$ cat src/rtl/zbt_sram_pkg.sv
package zbt_sram_pkg;

    // Spacing in edges between a command and its data slot on the bus.
    localparam int unsigned BUS_LAT = 2;

    typedef enum logic [1:0] {
        SLOT_IDLE  = 2'd0,
        SLOT_READ  = 2'd1,
        SLOT_WRITE = 2'd2
    } slot_e;

endpackage

$ cat src/rtl/zbt_cmd_pipe.sv
module zbt_cmd_pipe
    import zbt_sram_pkg::*;
#(
    parameter int unsigned AW = 6
) (
    input  logic          clk,
    input  logic          rst_n,
    input  logic          cmd_en,
    input  logic          cmd_wr,
    input  logic [AW-1:0] cmd_addr,
    output slot_e         s1_slot,
    output logic [AW-1:0] s1_addr,
    output slot_e         s2_slot,
    output logic [AW-1:0] s2_addr
);

    localparam int unsigned LAST = BUS_LAT - 1;

    slot_e         slot_q [BUS_LAT];
    logic [AW-1:0] addr_q [BUS_LAT];
    slot_e         slot_d;

    // next state of the entry stage, chosen from the sampled command
    always_comb begin
        unique case ({cmd_en, cmd_wr})
            2'b10:   slot_d = SLOT_READ;
            2'b11:   slot_d = SLOT_WRITE;
            default: slot_d = SLOT_IDLE;
        endcase
    end

    // state register: every stage advances each edge, idle or not
    always_ff @(posedge clk) begin
        if (!rst_n) begin
            for (int i = 0; i < BUS_LAT; i++) begin
                slot_q[i] <= SLOT_IDLE;
                addr_q[i] <= '0;
            end
        end else begin
            slot_q[0] <= slot_d;
            addr_q[0] <= cmd_addr;
            for (int i = 1; i < BUS_LAT; i++) begin
                slot_q[i] <= slot_q[i-1];
                addr_q[i] <= addr_q[i-1];
            end
        end
    end

    assign s1_slot = slot_q[0];
    assign s1_addr = addr_q[0];
    assign s2_slot = slot_q[LAST];
    assign s2_addr = addr_q[LAST];

endmodule

$ cat src/rtl/zbt_array.sv
module zbt_array
    import zbt_sram_pkg::*;
#(
    parameter int unsigned AW = 6,
    parameter int unsigned DW = 16
) (
    input  logic          clk,
    input  logic          rst_n,
    input  slot_e         rd_slot,
    input  logic [AW-1:0] rd_addr,
    input  slot_e         wr_slot,
    input  logic [AW-1:0] wr_addr,
    input  logic [DW-1:0] wr_data,
    output logic [DW-1:0] rd_word
);

    localparam int unsigned DEPTH = 1 << AW;

    logic [DW-1:0] mem [DEPTH];
    logic          wr_hit;

    // write in flight at this very edge targets the word being read
    assign wr_hit = (wr_slot == SLOT_WRITE) && (rd_slot == SLOT_READ)
                    && (wr_addr == rd_addr);

    always_ff @(posedge clk) begin
        if (wr_slot == SLOT_WRITE) begin
            mem[wr_addr] <= wr_data;
        end
    end

    always_ff @(posedge clk) begin
        if (!rst_n) begin
            rd_word <= '0;
        end else if (rd_slot == SLOT_READ) begin
            rd_word <= wr_hit ? wr_data : mem[rd_addr];
        end
    end

endmodule

$ cat src/rtl/zbt_out_stage.sv
module zbt_out_stage
    import zbt_sram_pkg::*;
#(
    parameter int unsigned DW = 16
) (
    input  logic          clk,
    input  logic          rst_n,
    input  slot_e         slot,
    input  logic [DW-1:0] rd_word,
    output logic [DW-1:0] rd_data,
    output logic          rd_drive
);

    always_ff @(posedge clk) begin
        if (!rst_n) begin
            rd_data  <= '0;
            rd_drive <= 1'b0;
        end else begin
            rd_drive <= (slot == SLOT_READ);
            if (slot == SLOT_READ) begin
                rd_data <= rd_word;
            end
        end
    end

    AST_DRIVE_AFTER_READ: assert property (@(posedge clk) disable iff (!rst_n)
        (slot == SLOT_READ) |=> rd_drive);

    AST_DATA_HELD_IDLE: assert property (@(posedge clk) disable iff (!rst_n)
        !rd_drive |-> $stable(rd_data));

endmodule

$ cat src/rtl/zbt_sram_core.sv
module zbt_sram_core
    import zbt_sram_pkg::*;
#(
    parameter int unsigned AW = 6,
    parameter int unsigned DW = 16
) (
    input  logic          clk,
    input  logic          rst_n,
    input  logic          cmd_en,
    input  logic          cmd_wr,
    input  logic [AW-1:0] cmd_addr,
    input  logic [DW-1:0] wr_data,
    output logic [DW-1:0] rd_data,
    output logic          rd_drive
);

    slot_e         s1_slot;
    slot_e         s2_slot;
    logic [AW-1:0] s1_addr;
    logic [AW-1:0] s2_addr;
    logic [DW-1:0] rd_word;

    zbt_cmd_pipe #(.AW(AW)) u_pipe (
        .clk      (clk),
        .rst_n    (rst_n),
        .cmd_en   (cmd_en),
        .cmd_wr   (cmd_wr),
        .cmd_addr (cmd_addr),
        .s1_slot  (s1_slot),
        .s1_addr  (s1_addr),
        .s2_slot  (s2_slot),
        .s2_addr  (s2_addr)
    );

    zbt_array #(.AW(AW), .DW(DW)) u_array (
        .clk     (clk),
        .rst_n   (rst_n),
        .rd_slot (s1_slot),
        .rd_addr (s1_addr),
        .wr_slot (s2_slot),
        .wr_addr (s2_addr),
        .wr_data (wr_data),
        .rd_word (rd_word)
    );

    zbt_out_stage #(.DW(DW)) u_out (
        .clk      (clk),
        .rst_n    (rst_n),
        .slot     (s2_slot),
        .rd_word  (rd_word),
        .rd_data  (rd_data),
        .rd_drive (rd_drive)
    );

    AST_WRITE_TRACKS_CMD: assert property (@(posedge clk) disable iff (!rst_n)
        (s2_slot == SLOT_WRITE) |-> $past(cmd_en && cmd_wr, 2));

    AST_DRIVE_ONLY_FOR_READ: assert property (@(posedge clk) disable iff (!rst_n)
        rd_drive |-> $past(cmd_en && !cmd_wr, 3));

endmodule

$ cat config.mk
export PLATFORM = sky130hd
export DESIGN_NAME = zbt_sram_core
export DESIGN_NICKNAME = d
export VERILOG_FILES = /design/src/rtl/zbt_sram_pkg.sv /design/src/rtl/zbt_cmd_pipe.sv /design/src/rtl/zbt_array.sv /design/src/rtl/zbt_out_stage.sv /design/src/rtl/zbt_sram_core.sv
export SDC_FILE = /design/constraint.sdc
export NUM_CORES = 1
export LEC_CHECK = 0
export BUFFER_PORTS_ARGS = -buffer_cell sky130_fd_sc_hd__buf_4
export CAP_MARGIN = 25
export CORE_ASPECT_RATIO = 0.5
export CORE_MARGIN = 5
export CORE_UTILIZATION = 45
export CTS_BUF_LIST = sky130_fd_sc_hd__clkbuf_16
export DETAILED_ROUTE_END_ITERATION = 16
export GPL_TIMING_DRIVEN = 0
export MAX_ROUTING_LAYER = met4
export SLEW_MARGIN = 20
export SYNTH_ARGS = -nofsm -noshare
export SYNTH_HDL_FRONTEND = slang
export SYNTH_SLANG_ARGS = --single-unit
$ cat constraint.sdc
create_clock -name clk -period 3.8 [get_ports clk]
set_input_delay 0.76 -clock clk [delete_from_list [all_inputs] [get_ports clk]]
set_output_delay 0.76 -clock clk [all_outputs]
set_load 0.05 [all_outputs]
==> results of run 1 <==
synth_stat cells, drive strengths merged (2+ instances only):
library cell  number
nor2b             14
a22oi             52
a221oi             2
a31oi             18
clkbuf            31
nand3b             3
edfxtp          1024
a21boi            17
inv                2
a32o               2
nand3             25
a32oi              6
xor2               6
nand4              7
o21ai              3
nor3               4
nand2            103
mux4             244
o22ai              3
a22o               2
a21oi             10
nor2              80
dfxtp             49
and3               2
buf               78
o211ai             5
nand2b             4
and2              19
o221ai            16
mux2i            105
per-stage QoR:
step                utilization (%)  instance area, sq um
global route                   51.9                 47200
global placement               47.5                 43100
detailed placement             48.3                 43900
floorplan                         -                 41300
CTS                            51.9                 47100
finish                         51.9                 47200
cell type report:
type	count	area, sq um	area share, %
inverter	3	11.3	0.0239
multi-input combinational	765	9190	19.5
antenna	3	7.51	0.0159
clock buffer	96	2400	5.09
clock inverter	79	862	1.83
timing repair buffer	76	736	1.56
buffer	109	687	1.46
sequential	1073	31700	67.3
tap	1240	1550	3.29
layer usage:
metal	vias to the layer above	wire, microns	track usage [%]
met2	1231	52600	35.8
met3	229	14100	8.72
met5	-	0	-
met4	0	4130	7.97
li1	8452	-	-
met1	11500	49500	34.9
kinds of logic (layout without fill, tap and decap cells):
logic type / count (synthesis) / count (layout)
buffers and inverters: 112 / 363
and+or+nand+nor: 265 / 265
xor gates and xnor gates: 6 / 6
other: 0 / 3
AOI/OAI and AO/OA: 145 / 145
muxes: 349 / 349
DFF: 1073 / 1073
worst min path at each step:
stage	start	endpoint	cells after the start
floorplan	u_pipe.slot_q[0][0]$_SDFF_PN0_	u_pipe.slot_q[0][2]$_SDFF_PN0_	1
global placement	u_pipe.slot_q[0][0]$_SDFF_PN0_	u_pipe.slot_q[0][2]$_SDFF_PN0_	1
detailed placement	u_pipe.slot_q[0][0]$_SDFF_PN0_	u_pipe.slot_q[0][2]$_SDFF_PN0_	1
CTS	cmd_wr	u_pipe.slot_q[0][0]$_SDFF_PN0_	2
global route	cmd_wr	u_pipe.slot_q[0][0]$_SDFF_PN0_	2
finish	cmd_wr	u_pipe.slot_q[0][0]$_SDFF_PN0_	2
registers in the layout, indices dropped and copies added, names as in the netlist:
register / count
u_pipe.addr_q: 12
u_array.rd_word: 16
u_out.rd_data: 16
u_pipe.slot_q: 4
u_out.rd_drive: 1
u_array.mem: 1024
repair_timing:
action,4_1_cts,5_1_grt
endpoints found under the setup margin,0,1
gates resized for setup,0,1
endpoints found under the hold margin,0,0
critical path, cell delays in order (launching register included):
cell and delay (ps):
dfxtp_1 360, buf_2 290, buf_2 310, nor2_1 170, clkbuf_1 630, clkbuf_1 800, nand3_1 370, nand4_1 380
a31oi_1 150
report_power, final:
group / switching [W] / total (W) / internal (W)
Sequential: 0.0000172 / 0.0130 / 0.0130
Clock: 0.00437 / 0.0103 / 0.00589
Combinational: 0.000918 / 0.00134 / 0.000419
Total: 0.00530 / 0.0246 / 0.0193
==> summary.txt, run 1 <==
Top-Level Pins: 43
Layout filler cell count: 7,139
Synth Net Count: 1,976
Die W: 438 microns
RR Startpoint: u_pipe.addr_q[0][5]$_SDFF_PN0_
Post-synthesis cell area: 0.0413 sq mm
First-pass GRT wire length: 166,000 microns
Share of the synthesized area in the top cell type: 74.5%
Final RePlAce weighted congestion: 1.01
Initial antenna violation count: 7
1st-iter DRT viols: 3,033
Commonest non-fill, non-tap cells in the layout: edfxtp_1, mux4_2, mux2i_1
Final Net Count: 2,148
Tot GR Track Use: 25.4%
Slew HR: 31.1%
Nature of the critical path endpoint: flop
# hold bufs at CTS: 0
Post-synthesis cell count: 1,950
Port Buf Inserts: 41
Post-Route WL: 120,000 microns
CTS Buffer Depth: 3
Vias per cell: 6.22
Synth Area in Adders: 0%
Post-synthesis cell type count: 49
Compound-gate portion of the synthesized area: 2.62%
Syn_area_per_cell: 21.2 sq um
R2R depth: 8
Placed instance count: 3,262
Die Span Y: 224 microns
Global route overflow: 0
Num rows: 78
Tmin final: 3630 ps
Final ANT Viol Nets: 0
Synth area leader: edfxtp_1
Seq cells post-synth: 1,073
Final setup TNS: 0 ps
Fin crit share: 95.6%
Mux cell area share after synthesis: 15.9%
CTS Buf Count: 94
Area Overhead vs Synth: 14.3%
Worst hold path type: in2reg
Worst-case vdd ir drop: 363 uV
Vias: 21.4k
Wire length per cell: 35.0 microns
CTS tree: built
DIE AREA: 0.0983 sq mm
Status: finished, final reports clean
Commonest non-fill, non-tap cell in the layout: edfxtp_1
# setup viols final: 0
Combinational family with the most area after synthesis: multiplexers
WP data arrival: 4180 ps
H-tree depth: 3
Total power: 0.0246 W
Place WS: 158 ps
Reg clk slew, reported paths: 70 ps
Slew @ Worst Pin: 1030 ps
Worst Setup SP: u_pipe.addr_q[0][5]$_SDFF_PN0_
XOR/XNOR Fraction of Synth Area: 0.127%
DRC errors left: 0
Clk_lat worst skew: 700 ps
Pins Over Slew Limit: 0
Non-Filler Instances: 3,444
Vias in the first global route: 20.7k
Core area: 0.0909 sq mm
CP Data Required Time: 4340 ps
Postcts setup bufs: 0
RSZ-0062 raised after global routing: false
Clock Skew: 36.2 ps
Flop2flop setup slack: 170 ps
Power per cell area: 521 mW/mm^2
Synth area leaders: edfxtp_1, mux4_2, mux2i_1
Root Driver: clkbuf_16
Worst r2r dst: u_array.rd_word[15]$_SDFFE_PN0N_
Largest net degree at the start of global routing: 66
Final critical-path setup slack: 165 ps
Hold slack: 234 ps
Lkg Pwr: 14.6 nW
FFs w/ async S/R, synth: 0%
Top fanout value on the critical path: 10
Final HPWL DP: 76,700 microns
Initial Util: 45.4%
CP endpoint: u_array.rd_word[15]$_SDFFE_PN0N_
Synthesis warning total: 0
Prevailing post-synth register cell: edfxtp_1
Post-synthesis sequential area ratio: 76.9%
1st-pass router iterations: 6
Post-synth EDFFs: 1,024
Crit Path Class: reg2reg
Max Cap Viol: 0
Share of layout cells above drive strength 1: 27.3%
CTS sink count: 1,073
Startpoint class of the critical path: flop
Max frequency: 275 MHz
Area share of and/or/nand/nor cells after synthesis: 2.83%
Final Hold Viols: 0
(Power assumes the default switching activity.)
==> run 2, diff against run 1 <==
--- a/config.mk
+++ b/config.mk
@@ -8,8 +8,7 @@
 export BUFFER_PORTS_ARGS = -buffer_cell sky130_fd_sc_hd__buf_4
 export CAP_MARGIN = 25
 export CORE_ASPECT_RATIO = 0.5
-export CORE_MARGIN = 5
-export CORE_UTILIZATION = 45
+export CORE_UTILIZATION = 40
 export CTS_BUF_LIST = sky130_fd_sc_hd__clkbuf_16
 export DETAILED_ROUTE_END_ITERATION = 16
 export GPL_TIMING_DRIVEN = 0
==> run 2 against run 1 <==
Net effect: highest routed layer unchanged; first-iteration DRC count decreased by 6.0%; via count decreased by 2.7%; critical path depth unchanged; flip-flop and latch count unchanged; global-route usage decreased by 1.1 points.
==> summary.txt, run 2 (same netlist as run 1, synthesis figures left out) <==
# setup viols final: 0 (unchanged)
Layout filler cell count: 8,333 (+17%)
DRC errors left: 0 (unchanged)
Final critical-path setup slack: 247 ps (+81.9 ps)
Startpoint class of the critical path: flop
Max Cap Viol: 0 (unchanged)
DIE AREA: 0.105 sq mm (+6.4%)
Tmin final: 3550 ps (-81.9 ps)
Post-Route WL: 122,000 microns (+1.3%)
Total power: 0.0242 W (-1.6%)
Num rows: 82 (+5.1%)
Slew @ Worst Pin: 1040 ps (+10.7 ps)
Commonest non-fill, non-tap cell in the layout: edfxtp_1
Initial Util: 40.8% (-4.6 points)
Worst hold path type: in2reg
RR Startpoint: u_pipe.addr_q[0][5]$_SDFF_PN0_
Crit-path leading delay family: buffers and inverters
Placed instance count: 3,359 (+3.0%)
Status: finished, final reports clean
Hold path startpoint: cmd_wr
Top fanout value on the critical path: 10 (unchanged)
Final setup TNS: 0 ps (unchanged)
Critical-path cell list: buf_2 > buf_2 > nor2_1 > clkbuf_1 > clkbuf_1 > a32oi_1 > nand3_1 > a31oi_1
Largest net degree at the start of global routing: 66 (unchanged)
RSZ-0062 raised after global routing: false
Core area: 0.101 sq mm (+11%)
WHS Endpoint: u_pipe.slot_q[0][0]$_SDFF_PN0_
Final HPWL DP: 77,600 microns (+1.3%)
Hold Crit Depth: 2 (unchanged)
Vias in the first global route: 20.5k (-0.86%)
Slowest-stage cell, CP: clkbuf_1
Lkg Pwr: 14.5 nW (-0.42%)
Initial antenna violation count: 5 (-2)
CP peak stage delay: 520 ps (-280 ps)
Final RePlAce weighted congestion: 0.958 (-5.6%)
Vias per cell: 5.89 (-5.4%)
Clk_lat worst skew: 700 ps (about the same)
Tot GR Track Use: 24.2% (-1.1 points)
Worst r2r dst: u_array.rd_word[11]$_SDFFE_PN0N_
Fin crit share: 93.5% (-2.2 points)
Worst-case vdd ir drop: 330 uV (-9.2%)
Max frequency: 281 MHz (+2.3%)
Power per cell area: 513 mW/mm^2 (-1.5%)
Flop2flop setup slack: 250 ps (+80 ps)
CTS sink count: 1,073 (unchanged)
Final Net Count: 2,144 (-0.19%)
CTS Buf Count: 97 (+3.2%)
Number of flip-flops under the largest register name: 1,024 (unchanged)
Final Hold Viols: 0 (unchanged)
Port Buf Inserts: 41 (unchanged)
1st-pass router iterations: 6 (unchanged)
Worst path buffer plus inverter count: 4 (unchanged)
Top-Level Pins: 43 (unchanged)
# hold bufs at CTS: 0 (unchanged)
Biggest register: u_array.mem
Reg clk slew, reported paths: 70 ps (about the same)
Root Driver: clkbuf_16
WP data arrival: 4150 ps (-30 ps)
Post-CTS sizing: 0 (unchanged)
Commonest non-fill, non-tap cells in the layout: edfxtp_1, mux4_2, mux2i_1
Nature of the critical path endpoint: flop
R2R depth: 8 (unchanged)
Area Overhead vs Synth: 14.2% (about the same)
Share of layout cells above drive strength 1: 26.9% (-0.43 points)
CTS tree: built
Place WS: 82.7 ps (-75.8 ps)
CTS Buffer Depth: 3 (unchanged)
Top flop regs: u_array.mem x1024, u_array.rd_word x16, u_out.rd_data x16
Crit Path Class: reg2reg
Postcts setup bufs: 0 (unchanged)
Pins Over Slew Limit: 0 (unchanged)
1st-iter DRT viols: 2,850 (-6.0%)
Clock Skew: 27.7 ps (-8.43 ps)
Final ANT Viol Nets: 0 (unchanged)
Die W: 456 microns (+4.1%)
Slew HR: 30.3% (-0.72 points)
First-pass GRT wire length: 167,000 microns (+0.46%)
Global route overflow: 0 (unchanged)
Wire length per cell: 34.4 microns (-1.6%)
H-tree depth: 3 (unchanged)
Vias: 20.9k (-2.7%)
Die Span Y: 229 microns (+2.2%)
Non-Filler Instances: 3,545 (+2.9%)
CP Data Required Time: 4390 ps (+50 ps)
run 2: metrics by stage:
step	util, %	instance area [sq um]	hold WS (ps)
3_5_place_dp	43.4	43900	451
5_1_grt	46.6	47100	253
2_1_floorplan	-	41300	421
6_report	46.6	47100	269
4_1_cts	46.6	47100	227
3_3_place_gp	42.8	43300	433
run 2: layout make-up:
type | instances | area, sq um | area share [%]
clock inverters | 81 | 683 | 1.45
plain buffers | 109 | 687 | 1.46
multi-input cells | 765 | 9220 | 19.6
flip-flops and latches | 1073 | 31700 | 67.3
inverters | 3 | 11.3 | 0.0239
well taps | 1344 | 1680 | 3.57
clock buffers | 99 | 2480 | 5.26
repair buffers | 69 | 642 | 1.36
diodes | 2 | 5.00 | 0.0106
run 2: where the power goes:
part | internal [W] | switching (W)
Combinational | 0.000418 | 0.000910
Clock | 0.00548 | 0.00439
Sequential | 0.0130 | 0.0000166
Total | 0.0189 | 0.00532
run 2: routing by layer:
layer	up-vias	global-route usage [%]	part of all wire, %
met2	993	35.2	45
met5	-	-	0
met3	178	7.21	9.9
met1	11200	32.7	42
met4	0	7.50	3.1
li1	8470	-	-
run 2: worst max-delay path by stage:
stage / from / end / slack [ps] / cells after the start
after floorplan: u_pipe.addr_q[0][9]$_SDFF_PN0_ / u_array.mem[10][0]$_DFFE_PP_ / 1550 / 4
after global placement: u_pipe.addr_q[0][1]$_SDFF_PN0_ / u_array.rd_word[5]$_SDFFE_PN0N_ / 70 / 9
after detailed placement: u_pipe.addr_q[0][1]$_SDFF_PN0_ / u_array.rd_word[5]$_SDFFE_PN0N_ / 80 / 9
final: u_pipe.addr_q[0][5]$_SDFF_PN0_ / u_array.rd_word[11]$_SDFFE_PN0N_ / 250 / 8
after CTS: u_pipe.addr_q[0][1]$_SDFF_PN0_ / u_array.rd_word[5]$_SDFFE_PN0N_ / 80 / 9
after global routing: u_pipe.addr_q[0][1]$_SDFF_PN0_ / u_array.rd_word[14]$_SDFFE_PN0N_ / 290 / 8
run 2: worst register-to-register path, delay by kind of cell (launching register included):
kind	cells	cell delay (ps)
buffers and inverters	4	1750
flip-flops	1	430
AND/OR/NAND/NOR	2	590
AO/OA/AOI/OAI	2	700
==> run 3, diff against run 2 <==
--- a/config.mk
+++ b/config.mk
@@ -5,10 +5,10 @@
 export SDC_FILE = /design/constraint.sdc
 export NUM_CORES = 1
 export LEC_CHECK = 0
-export BUFFER_PORTS_ARGS = -buffer_cell sky130_fd_sc_hd__buf_4
+export BUFFER_PORTS_ARGS = -buffer_cell sky130_fd_sc_hd__buf_2
 export CAP_MARGIN = 25
 export CORE_ASPECT_RATIO = 0.5
-export CORE_UTILIZATION = 40
+export CORE_UTILIZATION = 33
 export CTS_BUF_LIST = sky130_fd_sc_hd__clkbuf_16
 export DETAILED_ROUTE_END_ITERATION = 16
 export GPL_TIMING_DRIVEN = 0
==> run 3 against run 2 <==
Net effect: sequential power about the same; routed wire length down 2.1%; largest cell class unchanged; critical path type unchanged; highest routed layer unchanged; power grew 0.84%.
==> summary.txt, run 3 (same netlist as run 1, synthesis figures left out) <==
Status: finished, final reports clean
CP Data Required Time: 4310 ps (-80 ps)
Non-Filler Instances: 3,889 (+9.7%)
Final Hold Viols: 0 (unchanged)
Port Buf Inserts: 41 (unchanged)
1st-pass router iterations: 6 (unchanged)
Tot GR Track Use: 19.2% (-5.0 points)
Lkg Pwr: 14.6 nW (+0.60%)
Power per cell area: 511 mW/mm^2 (-0.32%)
Global route overflow: 0 (unchanged)
WHS Endpoint: u_pipe.slot_q[0][0]$_SDFF_PN0_
Area Overhead vs Synth: 15.5%
Initial antenna violation count: 4 (-1)
Post-CTS sizing: 0 (unchanged)
Biggest register: u_array.mem
# hold bufs at CTS: 0 (unchanged)
Crit Path Class: reg2reg
Final Net Count: 2,154 (+0.47%)
1st-iter DRT viols: 2,761 (-3.1%)
First-pass GRT wire length: 164,000 microns (-1.9%)
Number of flip-flops under the largest register name: 1,024 (unchanged)
Slew @ Worst Pin: 1060 ps (+21.8 ps)
H-tree depth: 3 (unchanged)
Startpoint class of the critical path: flop
Largest net degree at the start of global routing: 66 (unchanged)
Nature of the critical path endpoint: flop
Initial Util: 33.4% (-7.4 points)
Die W: 502 microns (+10%)
Max frequency: 274 MHz (-2.8%)
Clk_lat worst skew: 690 ps (about the same)
Final setup TNS: 0 ps (unchanged)
Wire length per cell: 30.7 microns (-11%)
R2R depth: 9 (+1)
WP data arrival: 4160 ps (about the same)
Hold Crit Depth: 2 (unchanged)
Root Driver: clkbuf_16
Final HPWL DP: 76,500 microns (-1.4%)
Postcts setup bufs: 0 (unchanged)
Final RePlAce weighted congestion: 1.00 (+4.3%)
# setup viols final: 0 (unchanged)
Worst-case vdd ir drop: 350 uV (+6.1%)
Top flop regs: u_array.mem x1024, u_array.rd_word x16, u_out.rd_data x16
Placed instance count: 3,697 (+10%)
Tmin final: 3660 ps (+103 ps)
Top-Level Pins: 43 (unchanged)
Core area: 0.124 sq mm (+22%)
Vias in the first global route: 20.5k (+0.11%)
Final non-filler cell area: 0.0477 sq mm (+1.2%)
CTS Buffer Depth: 3 (unchanged)
Die Span Y: 252 microns (+10%)
Commonest non-fill, non-tap cells in the layout: edfxtp_1, mux4_2, clkbuf_16
CTS tree: built
Share of layout cells above drive strength 1: 27.1% (+0.19 points)
Final critical-path setup slack: 144 ps (-103 ps)
Vias: 21.2k (+1.6%)
CTS Buf Count: 103 (+6.2%)
Clock Skew: 33.2 ps (+5.49 ps)
Pins Over Slew Limit: 0 (unchanged)
Slew HR: 29.1% (-1.3 points)
Commonest non-fill, non-tap cell in the layout: edfxtp_1
Fin crit share: 96.2% (+2.7 points)
RR Startpoint: u_pipe.addr_q[0][1]$_SDFF_PN0_
Vias per cell: 5.45 (-7.4%)
Num rows: 91 (+11%)
Final ANT Viol Nets: 0 (unchanged)
Hold path startpoint: cmd_wr
Hold slack: 240 ps (-29.4 ps)
DP Area: 0.0444 sq mm (+1.0%)
DIE AREA: 0.127 sq mm (+21%)
CTS sink count: 1,073 (unchanged)
Max Cap Viol: 0 (unchanged)
Worst r2r dst: u_array.rd_word[9]$_SDFFE_PN0N_
Flop2flop setup slack: 140 ps (-100 ps)
Worst hold path type: in2reg
RSZ-0062 raised after global routing: false
DRC errors left: 0 (unchanged)
Reg clk slew, reported paths: 60 ps (about the same)
Post-Route WL: 119,000 microns (-2.1%)
Top fanout value on the critical path: 10 (unchanged)
Place WS: 276 ps (+193 ps)
## run 3: cell types whose count changed in the layout (fill, tap and decap cells not counted), moves of 8 or more
| cell | previous run | this run |
|---|---|---|
| inv_1 | 26 | 18 |
| clkbuf_16 | 99 | 107 |
| clkinv_1 | 21 | 34 |
| buf_2 | 30 | 59 |
| clkinv_2 | 12 | 20 |
| buf_4 | 74 | 41 |
## run 3: metal layers
metal	track usage, %	vias up	part of all wire, %	wire length, microns
li1	-	8484	-	-
met4	6.45	0	3.6	4250
met1	25.5	11500	41	49500
met3	3.38	221	8.1	9650
met5	-	-	0	0
met2	29.9	1028	47	56000
## run 3: worst max path at each step
stage,startpoint,end,cells after the start
finish,u_pipe.addr_q[0][1]$_SDFF_PN0_,u_array.rd_word[9]$_SDFFE_PN0N_,9
global placement,u_pipe.addr_q[0][1]$_SDFF_PN0_,u_array.rd_word[4]$_SDFFE_PN0N_,9
floorplan,u_pipe.addr_q[0][9]$_SDFF_PN0_,u_array.mem[10][0]$_DFFE_PP_,4
CTS,u_pipe.addr_q[0][1]$_SDFF_PN0_,u_array.rd_word[4]$_SDFFE_PN0N_,9
detailed placement,u_pipe.addr_q[0][1]$_SDFF_PN0_,u_array.rd_word[4]$_SDFFE_PN0N_,9
global route,u_pipe.addr_q[0][1]$_SDFF_PN0_,u_array.rd_word[9]$_SDFFE_PN0N_,9
## run 3: per-stage QoR
| step | util, % | total power, W |
|---|---|---|
| 6_report | 38.6 | 0.0244 |
| 3_5_place_dp | 35.9 | 0.0145 |
| 2_1_floorplan | - | 0.0139 |
| 3_3_place_gp | 35.2 | 0.0145 |
| 5_1_grt | 38.6 | 0.0249 |
| 4_1_cts | 38.6 | 0.0244 |
## run 3: worst max-delay path, stage by stage (launching register included)
cell	delay [ps]
dfxtp_1	310
buf_4	160
buf_4	290
buf_4	390
buf_2	580
mux4_2	400
a22oi_1	160
nand2_1	160
a22oi_1	820
a31oi_1	170
## run 3: layout make-up
cell class	instances	area [sq um]
Clock inverter	83	613
Buffer	109	687
Antenna cell	2	5.00
Clock buffer	107	2680
Multi-Input combinational cell	765	9190
Tap cell	1674	2090
Timing Repair Buffer	73	679
Fill cell	11100	76000
Sequential cell	1073	31700
Inverter	3	11.3
## run 3: where the power goes
group | leakage, nW | total [W] | internal (W) | switching [W]
combinational | 3.32 | 0.00130 | 0.000418 | 0.000886
clock | 1.68 | 0.0101 | 0.00569 | 0.00441
sequential | 9.60 | 0.0130 | 0.0130 | 0.0000215
total | 14.6 | 0.0244 | 0.0191 | 0.00532
